### src/rtl/gpio_pkg.sv
package gpio_pkg;
  typedef enum logic [1:0] {
    MODE_HIZ    = 2'b00,
    MODE_ODRAIN = 2'b01,
    MODE_CMOS   = 2'b10,
    MODE_RPULL  = 2'b11
  } pin_mode_e;

  // base addresses; per-port registers sit at base + port index
  localparam int unsigned REG_DATA = 0;
  localparam int unsigned REG_PIN  = 2;
  localparam int unsigned REG_IE   = 4;
  localparam int unsigned REG_PEND = 6;
  localparam int unsigned REG_CFG  = 8;
endpackage

### src/rtl/gpio_sync.sv
module gpio_sync #(
  parameter int unsigned W = 16
) (
  input  logic         clk_i,
  input  logic         rst_ni,
  input  logic [W-1:0] d_i,
  output logic [W-1:0] q_o,
  output logic [W-1:0] rise_o,
  output logic [W-1:0] fall_o
);
  logic [W-1:0] s1_q, s2_q, prev_q;

  always_ff @(posedge clk_i or negedge rst_ni) begin
    if (!rst_ni) begin
      s1_q   <= '0;
      s2_q   <= '0;
      prev_q <= '0;
    end else begin
      s1_q   <= d_i;
      s2_q   <= s1_q;
      prev_q <= s2_q;
    end
  end

  assign q_o    = s2_q;
  assign rise_o = s2_q & ~prev_q;
  assign fall_o = ~s2_q & prev_q;
endmodule

### src/rtl/gpio_pad_drv.sv
module gpio_pad_drv
  import gpio_pkg::*;
#(
  parameter int unsigned NUM_PORTS = 2,
  parameter int unsigned PORT_W    = 8,
  localparam int unsigned NPINS    = NUM_PORTS * PORT_W
) (
  input  logic [2*NUM_PORTS-1:0] mode_i,
  input  logic [NPINS-1:0]       data_i,
  output logic [NPINS-1:0]       oe_o,
  output logic [NPINS-1:0]       out_o,
  output logic [NPINS-1:0]       pu_o
);
  for (genvar p = 0; p < NUM_PORTS; p++) begin : g_port
    pin_mode_e          mode;
    logic [PORT_W-1:0]  d;
    assign mode = pin_mode_e'(mode_i[2*p +: 2]);
    assign d    = data_i[p*PORT_W +: PORT_W];

    always_comb begin
      oe_o[p*PORT_W +: PORT_W]  = '0;
      out_o[p*PORT_W +: PORT_W] = '0;
      pu_o[p*PORT_W +: PORT_W]  = '0;
      unique case (mode)
        MODE_HIZ:    ;
        MODE_ODRAIN: oe_o[p*PORT_W +: PORT_W] = ~d;
        MODE_CMOS: begin
          oe_o[p*PORT_W +: PORT_W]  = '1;
          out_o[p*PORT_W +: PORT_W] = d;
        end
        MODE_RPULL: begin
          oe_o[p*PORT_W +: PORT_W] = ~d;
          pu_o[p*PORT_W +: PORT_W] = d;
        end
        default: ;
      endcase
    end
  end
endmodule

### src/rtl/gpio_irq_unit.sv
module gpio_irq_unit
  import gpio_pkg::*;
#(
  parameter int unsigned NUM_PORTS = 2,
  parameter int unsigned PORT_W    = 8,
  localparam int unsigned NPINS    = NUM_PORTS * PORT_W
) (
  input  logic                   clk_i,
  input  logic                   rst_ni,
  input  logic [2*NUM_PORTS-1:0] mode_i,
  input  logic [NPINS-1:0]       ie_i,
  input  logic [NPINS-1:0]       rise_i,
  input  logic [NPINS-1:0]       fall_i,
  input  logic                   gpio_ie_i,
  input  logic                   sense_en_i,
  input  logic [NPINS-1:0]       clr_i,
  output logic [NPINS-1:0]       pend_o,
  output logic                   irq_o
);
  logic [NPINS-1:0] evt, set, pend_q;
  logic             gate;

  assign gate = gpio_ie_i & sense_en_i;

  for (genvar p = 0; p < NUM_PORTS; p++) begin : g_port
    pin_mode_e mode;
    assign mode = pin_mode_e'(mode_i[2*p +: 2]);

    always_comb begin
      unique case (mode)
        MODE_HIZ, MODE_ODRAIN: evt[p*PORT_W +: PORT_W] = rise_i[p*PORT_W +: PORT_W];
        MODE_RPULL:            evt[p*PORT_W +: PORT_W] = fall_i[p*PORT_W +: PORT_W];
        default:               evt[p*PORT_W +: PORT_W] = '0;
      endcase
    end

    AST_CMOS_NO_IRQ: assert property (@(posedge clk_i) disable iff (!rst_ni)
      (mode == MODE_CMOS && pend_q[p*PORT_W +: PORT_W] == '0)
        |=> pend_q[p*PORT_W +: PORT_W] == '0);
  end

  assign set = evt & ie_i & {NPINS{gate}};

  always_ff @(posedge clk_i or negedge rst_ni) begin
    if (!rst_ni) pend_q <= '0;
    else         pend_q <= (pend_q & ~clr_i) | set;
  end

  assign pend_o = pend_q;
  assign irq_o  = |pend_q;

  AST_GATE_CLOSED: assert property (@(posedge clk_i) disable iff (!rst_ni)
    (!(gpio_ie_i && sense_en_i) && pend_q == '0) |=> pend_q == '0);

  AST_PEND_STICKY: assert property (@(posedge clk_i) disable iff (!rst_ni)
    (clr_i == '0) |=> ((pend_q & $past(pend_q)) == $past(pend_q)));
endmodule

### src/rtl/gpio_port_ctrl.sv
module gpio_port_ctrl
  import gpio_pkg::*;
#(
  parameter int unsigned NUM_PORTS = 2,
  parameter int unsigned PORT_W    = 8,
  parameter int unsigned ADDR_W    = 8,
  parameter int unsigned DATA_W    = 8,
  localparam int unsigned NPINS    = NUM_PORTS * PORT_W
) (
  input  logic              clk_i,
  input  logic              rst_ni,
  input  logic              we_i,
  input  logic [ADDR_W-1:0] addr_i,
  input  logic [DATA_W-1:0] wdata_i,
  output logic [DATA_W-1:0] rdata_o,
  input  logic [NPINS-1:0]  pin_i,
  input  logic              gpio_ie_i,
  input  logic              sense_en_i,
  output logic [NPINS-1:0]  pad_oe_o,
  output logic [NPINS-1:0]  pad_out_o,
  output logic [NPINS-1:0]  pad_pu_o,
  output logic              irq_o
);
  localparam int unsigned CFG_W = 2 * NUM_PORTS;

  logic [NPINS-1:0] data_q, ie_q, clr, pend, pin_s, rise, fall;
  logic [CFG_W-1:0] cfg_q;

  always_ff @(posedge clk_i or negedge rst_ni) begin
    if (!rst_ni) begin
      data_q <= '0;
      ie_q   <= '0;
      cfg_q  <= '0;
    end else if (we_i) begin
      for (int p = 0; p < NUM_PORTS; p++) begin
        if (addr_i == ADDR_W'(REG_DATA + p)) data_q[p*PORT_W +: PORT_W] <= wdata_i[PORT_W-1:0];
        if (addr_i == ADDR_W'(REG_IE + p))   ie_q[p*PORT_W +: PORT_W]   <= wdata_i[PORT_W-1:0];
      end
      if (addr_i == ADDR_W'(REG_CFG)) cfg_q <= wdata_i[CFG_W-1:0];
    end
  end

  always_comb begin
    clr     = '0;
    rdata_o = '0;
    for (int p = 0; p < NUM_PORTS; p++) begin
      if (we_i && addr_i == ADDR_W'(REG_PEND + p)) clr[p*PORT_W +: PORT_W] = wdata_i[PORT_W-1:0];
      if (addr_i == ADDR_W'(REG_DATA + p)) rdata_o[PORT_W-1:0] = data_q[p*PORT_W +: PORT_W];
      if (addr_i == ADDR_W'(REG_PIN + p))  rdata_o[PORT_W-1:0] = pin_s[p*PORT_W +: PORT_W];
      if (addr_i == ADDR_W'(REG_IE + p))   rdata_o[PORT_W-1:0] = ie_q[p*PORT_W +: PORT_W];
      if (addr_i == ADDR_W'(REG_PEND + p)) rdata_o[PORT_W-1:0] = pend[p*PORT_W +: PORT_W];
    end
    if (addr_i == ADDR_W'(REG_CFG)) rdata_o[CFG_W-1:0] = cfg_q;
  end

  gpio_sync #(.W(NPINS)) u_sync (
    .clk_i  (clk_i),
    .rst_ni (rst_ni),
    .d_i    (pin_i),
    .q_o    (pin_s),
    .rise_o (rise),
    .fall_o (fall)
  );

  gpio_pad_drv #(.NUM_PORTS(NUM_PORTS), .PORT_W(PORT_W)) u_pad (
    .mode_i (cfg_q),
    .data_i (data_q),
    .oe_o   (pad_oe_o),
    .out_o  (pad_out_o),
    .pu_o   (pad_pu_o)
  );

  gpio_irq_unit #(.NUM_PORTS(NUM_PORTS), .PORT_W(PORT_W)) u_irq (
    .clk_i      (clk_i),
    .rst_ni     (rst_ni),
    .mode_i     (cfg_q),
    .ie_i       (ie_q),
    .rise_i     (rise),
    .fall_i     (fall),
    .gpio_ie_i  (gpio_ie_i),
    .sense_en_i (sense_en_i),
    .clr_i      (clr),
    .pend_o     (pend),
    .irq_o      (irq_o)
  );

  for (genvar p = 0; p < NUM_PORTS; p++) begin : g_chk
    AST_HIZ_UNDRIVEN: assert property (@(posedge clk_i) disable iff (!rst_ni)
      (cfg_q[2*p +: 2] == MODE_HIZ)
        |-> (pad_oe_o[p*PORT_W +: PORT_W] == '0 && pad_pu_o[p*PORT_W +: PORT_W] == '0));
    AST_CMOS_DRIVES_ALL: assert property (@(posedge clk_i) disable iff (!rst_ni)
      (cfg_q[2*p +: 2] == MODE_CMOS)
        |-> (pad_oe_o[p*PORT_W +: PORT_W] == '1
             && pad_out_o[p*PORT_W +: PORT_W] == data_q[p*PORT_W +: PORT_W]));
  end
endmodule

### config.mk
export PLATFORM = sky130hd
export DESIGN_NAME = gpio_port_ctrl
export DESIGN_NICKNAME = d
export VERILOG_FILES = /design/src/rtl/gpio_pkg.sv /design/src/rtl/gpio_sync.sv /design/src/rtl/gpio_pad_drv.sv /design/src/rtl/gpio_irq_unit.sv /design/src/rtl/gpio_port_ctrl.sv
export SDC_FILE = /design/constraint.sdc
export NUM_CORES = 1
export LEC_CHECK = 0
export BUFFER_PORTS_ARGS = -buffer_cell sky130_fd_sc_hd__buf_2
export CORE_ASPECT_RATIO = 1.1
export CORE_UTILIZATION = 50
export CTS_CLUSTER_SIZE = 10
export DETAILED_ROUTE_END_ITERATION = 6
export GPL_TIMING_DRIVEN = 1
export PLACE_DENSITY = 0.83
export SYNTH_ARGS = -nofsm -noshare
export SYNTH_HDL_FRONTEND = slang
export SYNTH_SLANG_ARGS = --single-unit
### constraint.sdc
create_clock -name clk_i -period 1.7 [get_ports clk_i]
set_clock_uncertainty 0.15 [all_clocks]
set_input_delay 0.17 -clock clk_i [delete_from_list [all_inputs] [get_ports clk_i]]
set_output_delay 0.17 -clock clk_i [all_outputs]
set_load 0.02 [all_outputs]
==> run summary, run 1 <==
status -> finished, violations left
failing checks -> setup timing
Pre-antenna DRT Iters -> 5
CTS tree -> done
largest net degree at the start of global routing -> 51
Area Growth Syn to Fin -> 44.4%
Post-synth top flop -> dfrtp_1
mux cell area share after synthesis -> 12.0%
Distinct cells, synth -> 49
Initial Util -> 52.4%
most frequent cells in the layout -> dfrtp_1 (95), buf_4 (77), buf_2 (42)
Period minus WS final -> 2100 ps
Reg2Reg Setup Slack -> 90 ps
Buffers & Inverters on Critical Path -> 3
most common cell after layout, fill and taps aside -> dfrtp_1
crit path max-delay cell type -> or4_4
asr flop ratio synth -> 100%
maximum fanout along the worst path -> 4
cell mode on critical path -> buf_6
# IOs -> 94
DR iter-0 viols -> 325
placed inst area -> 5760 um^2
sequential cell area fraction in the yosys report -> 53.0%
dpl ws -> -408 ps
crit start category -> primary input
register bit total from synthesis -> 100
post-route DRC violation count -> 0
Core ar. -> 9010 um^2
Lkg Pwr -> 3.23 nW
WS Path Type -> in2out
# nets final -> 636
EDFF count, synth -> 0
WL per Instance -> 20.7 um
FP Rows -> 36
layout cells sized above 1 -> 44.7%
Power per Cell Area -> 724 nW/um^2
Avg Cell Area, Syn -> 11.0 um^2
Synth Area in Compound Gates -> 12.7%
slack of the critical path -> -399 ps
Syn Nets -> 465
CP delay by family, top -> simple AND/OR/NAND/NOR gates
Die Area -> 9830 um^2
final hold slack -> 43.2 ps
clock root buffer -> clkbuf_8
first-pass GRT wire length -> 21.3 mm
Max-cap violations -> 0
# diodes -> 0
Post-Synth Simple-Gate Area -> 19.5%
hold path start -> wdata_i[2]
final setup violation count -> 37
Congestion Overflow GR -> 0
placer congestion estimate -> 0.942
ANT nets after route -> 0
Overall Power -> 4.93 mW
worst r2r path cells -> 6
# clock sinks -> 100
yosys warns -> 0
Post-Syn Area -> 4720 um^2
design area -> 6820 um^2
Worst-Skew Late Latency -> 370 ps
H-tree level count -> 3
Synth Area in XOR/XNOR -> 0%
Syn Inst Count -> 428
Via density -> 5.97
CTS clk-pin slew, worst paths -> 100 ps
main combinational cell family by area after synthesis -> simple AND/OR/NAND/NOR gates
Post-DP HPWL -> 9.66 mm
CP endpoint kind -> output port
CP required -> 1380 ps
GRT Total Usage -> 29.1%
Slew headroom -> 69.5%
routed wire length -> 14.8 mm
vias -> 4284
die height -> 104 um
Hold Vio Cnt, Final -> 0
Slowest Stage Delay on Critical Path -> 600 ps
Die W -> 94.6 um
Synth Area in Adders -> 0%
Hold EP -> u_irq.pend_o[10]
RSZ-0062 raised after global routing -> true
Port Buffers -> 93
Fillers -> 569
f_max -> 476 MHz
Final period util -> 123%
vias in the first global route -> 4162
hold path depth -> 3
deepest clock path buffer count -> 2
TritonCTS Buffers -> 9
slew at the pin closest to its max-slew limit -> 458 ps
fin. max-slew vios -> 0
worst path arrival time -> 1780 ps
peak supply drop -> 0.632 mV
FF-to-FF End -> u_irq.pend_o[7]
worst r2r src -> cfg_q[0]
Hold WC Path Type -> in2reg
worst path cell trace -> buf_6 -> or4_4 -> nor4_4 -> buf_4 -> nand3_1 -> o21ai_1 -> o221a_1 -> buf_6
initial antenna violation count -> 0
[registers in the layout (all words and copies together), names as in the netlist]
| register | count |
|---|---|
| u_sync.q_o | 16 |
| u_irq.pend_o | 16 |
| ie_q | 16 |
| cfg_q | 4 |
| u_sync.s1_q | 16 |
| data_q | 16 |
| u_sync.prev_q | 16 |
[worst min-delay path: stages]
cell,delay (ps)
buf_2,170
nand2_1,80
a32o_1,120
[what timing repair did]
action,CTS,global route
buffers inserted,8,6
gates cloned,0,1
setup endpoints to repair,54,69
endpoints found under the hold margin,120,0
hold buffers,21,0
pin swaps,10,12
resized for setup,60,95
[how the worst max path moves through the flow]
stage / from / end / slack (ps) / cells after the start
floorplan: addr_i[5] / data_q[0] / -240 / 6
global placement: addr_i[5] / rdata_o[1] / -400 / 8
detailed placement: addr_i[5] / rdata_o[2] / -410 / 8
CTS: addr_i[6] / rdata_o[2] / -360 / 8
global route: addr_i[6] / rdata_o[2] / -490 / 8
finish: addr_i[6] / rdata_o[2] / -400 / 8
[stage by stage]
| step | setup TNS, ps | utilization [%] | cells |
|---|---|---|---|
| CTS | -3100 | 70.8 | 711 |
| global placement | -15170 | 64.0 | 667 |
| finish | -4240 | 75.7 | 718 |
| global route | -6510 | 75.7 | 718 |
| floorplan | -4020 | - | 428 |
| detailed placement | -15600 | 64.0 | 667 |
[kinds of logic (layout without fill, tap and decap cells)]
group / after synthesis / in the layout
simple gates: 160 / 160
flops: 100 / 100
compound gates: 87 / 87
mux: 51 / 51
buf+inv: 30 / 206
[area by class of cell]
type / instances / area [um^2] / share of cell area (%)
sequential: 100 / 2510 / 36.8
clock inverter: 7 / 52.6 / 0.771
tap: 114 / 143 / 2.09
inverter: 4 / 15.0 / 0.220
timing repair buffer: 186 / 1600 / 23.4
multi-input combinational: 298 / 2380 / 34.9
clock buffer: 9 / 124 / 1.82
[where the power goes]
group	internal [mW]	switching, mW	leakage, nW
Combinational	0.443	0.461	1.88
Sequential	2.51	0.130	1.27
Clock	0.539	0.845	0.0831
Total	3.50	1.44	3.23
[cells in the mapped netlist, types with 2 or more instances]
master,instances,area [um^2]
and2_1,18,113
and3_1,21,131
mux2_2,19,214
o21ai_0,11,55.1
mux2_1,24,270
nand4_1,2,12.5
o311ai_0,2,17.5
nor3b_1,4,30.0
nand2b_1,32,200
a21oi_1,20,100
o22ai_1,18,113
nand2_1,37,139
a22oi_1,3,22.5
buf_2,4,20.0
buf_1,2,7.51
o2bb2ai_1,2,17.5
a31oi_1,2,12.5
nand3_1,8,40.0
clkbuf_1,16,60.1
buf_4,3,22.5
a32o_1,14,140
nor2_1,11,41.3
mux2i_1,8,80.1
nor4_1,5,31.3
nor2b_1,9,56.3
o211ai_1,3,22.5
nor3_1,4,20.0
a221oi_1,2,17.5
a211oi_1,2,15.0
inv_1,4,15.0
dfrtp_1,100,2500
[layer usage]
layer  part of all wire (%)  up-vias  global-route usage (%)
met2                     49      219                    47.8
met4                    3.8        0                    11.7
met3                    7.1       43                    6.07
met5                      0        -                       0
li1                       -     1895                       -
met1                     40     2127                    37.2
Note: power is estimated with default switching activity, not from simulation.
==> run 2: changes to the inputs <==
PLACE_DENSITY = not set   (was 0.83)
PLACE_DENSITY_LB_ADDON = 0.12   (was not set)
==> run 2 against run 1 <==
The flow still finishes with violations (setup timing); combinational power down 3.4%; clock power about the same; sequential power about the same; worst setup slack worse by 31 ps; sequential share of layout area down 0.63 points; maximum frequency down 1.4%; register-to-register slack about the same; via count down 2.8%.
==> run summary, run 2 (synthesis results as in run 1) <==
DR iter-0 viols -> 295
GR Util met1 -> 39.2%
Max-cap violations -> 0
FF-to-FF End -> u_irq.pend_o[11]
maximum fanout along the worst path -> 5
design area -> 6940 um^2
crit start category -> primary input
WS Path Type -> in2out
Hold WC Path Type -> in2reg
most common cell after layout, fill and taps aside -> dfrtp_1
worst r2r src -> cfg_q[3]
Post-DP HPWL -> 9.57 mm
peak supply drop -> 0.687 mV
placed insts -> 674
CP required -> 1380 ps
TritonCTS Buffers -> 9
die height -> 104 um
largest net degree at the start of global routing -> 38
Die Area -> 9830 um^2
vias in the first global route -> 3899
layout cells sized above 1 -> 47.6%
clock share of power -> 28.2%
internal power -> 3.54 mW
Die W -> 94.6 um
Area Growth Syn to Fin -> 47.0%
final hold slack -> 15.2 ps
GRT Total Usage -> 28.2%
met3 usage -> 2.70%
Comb pwr share -> 17.8%
fin. max-slew vios -> 0
hold path depth -> 2
initial antenna violation count -> 0
# IOs -> 94
Reg2Reg Setup Slack -> 100 ps
fin cells -> 727
failing checks -> setup timing
GRT Max-Usage Layer -> met2
most frequent cells in the layout -> dfrtp_1 (94), buf_4 (81), buf_2 (48)
clock root buffer -> clkbuf_8
worst r2r path cells -> 6
ANT nets after route -> 0
deepest clock path buffer count -> 2
Congestion Overflow GR -> 0
RSZ-0062 raised after global routing -> true
Final period util -> 125%
first-pass GRT wire length -> 20.6 mm
# nets final -> 645
slew at the pin closest to its max-slew limit -> 445 ps
# diodes -> 0
NetSw -> 1.36 mW
f_max -> 469 MHz
slack of the critical path -> -430 ps
Slew headroom -> 70.3%
vias -> 4162
Worst-Skew Late Latency -> 370 ps
post-route DRC violation count -> 0
status -> finished, violations left
met2 Track Usage GR -> 46.6%
Period minus WS final -> 2130 ps
worst path arrival time -> 1810 ps
final setup violation count -> 46
Hold EP -> ie_q[15]
WL per Instance -> 19.8 um
FP Rows -> 36
Hold Vio Cnt, Final -> 0
sequential power share -> 53.9%
CTS clk-pin slew, worst paths -> 80 ps
Initial Util -> 52.4%
routed wire length -> 14.4 mm
hold path start -> wdata_i[7]
Pre-antenna DRT Iters -> 4
Power per Cell Area -> 707 nW/um^2
Via density -> 5.72
Fillers -> 603
Core ar. -> 9010 um^2
CP endpoint kind -> output port
Port Buffers -> 93
# clock sinks -> 100
Lkg Pwr -> 3.30 nW
H-tree level count -> 3
Net Sw Frac -> 27.7%
CTS tree -> done
placer congestion estimate -> 0.913
placed inst area -> 5800 um^2
## run 2: cell count changes in the layout (fill, tap and decap cells not counted), sizes merged
| cell | delta |
|---|---|
| inv | -1 |
| clkinvlp | -3 |
| buf | +12 |
| clkbuf | +3 |
| dlygate4sd3 | -3 |
| clkinv | +1 |
## run 2: metrics by stage
stage	setup TNS, ps	worst slack, ps	utilization, %	total power [mW]
4_1_cts	-3000	-415	71.4	4.84
6_report	-4930	-430	77.0	4.91
2_1_floorplan	-4020	-236	-	2.99
5_1_grt	-7570	-473	77.0	5.10
3_3_place_gp	-16750	-418	64.4	3.34
3_5_place_dp	-17680	-450	64.4	3.36
## run 2: worst max-delay path by stage
stage | from | cells past startpoint | slack (ps) | end
after floorplan | addr_i[5] | 6 | -240 | data_q[0]
after CTS | addr_i[5] | 7 | -410 | rdata_o[2]
after global placement | addr_i[4] | 7 | -420 | rdata_o[2]
final | addr_i[5] | 8 | -430 | rdata_o[3]
after global routing | addr_i[5] | 7 | -470 | rdata_o[2]
after detailed placement | addr_i[4] | 7 | -450 | rdata_o[2]
## run 2: power groups by stage
stage | Sequential, mW | Clock, mW | Combinational [mW]
after floorplan | 2.63 | 0 | 0.365
after global placement | 2.67 | 0 | 0.673
after detailed placement | 2.68 | 0 | 0.688
after CTS | 2.64 | 1.42 | 0.780
after global routing | 2.66 | 1.50 | 0.937
final | 2.65 | 1.39 | 0.874
## run 2: final cells by class
cell class | instances | area, um^2 | share of cell area [%]
Tap cell | 114 | 143 | 2.06
Sequential cell | 100 | 2510 | 36.2
Clock inverter | 4 | 23.8 | 0.343
Inverter | 4 | 15.0 | 0.216
Clock buffer | 12 | 155 | 2.24
Timing Repair Buffer | 195 | 1630 | 23.5
Multi-Input combinational cell | 298 | 2460 | 35.5
## run 2: critical path: stages
cell and delay, ps:
buf_6 90, or4_4 600, buf_6 160, nor3_4 200, nand2_1 100, a31oi_2 220, a211o_1 140, buf_6 110
## run 2: what timing repair did
| action | 4_1_cts | 5_1_grt |
|---|---|---|
| hold buffers | 18 | 0 |
| buffers inserted | 8 | 12 |
| endpoints found under the hold margin | 119 | 0 |
| pin swaps | 7 | 19 |
| gates resized for setup | 56 | 111 |
| cloned | 0 | 1 |
| setup endpoints to repair | 58 | 76 |
## run 2: layer usage
layer / vias up / routed length [um]
li1: 1915 / -
met1: 2067 / 6060
met2: 151 / 7120
met3: 29 / 840
met4: 0 / 352
met5: - / 0
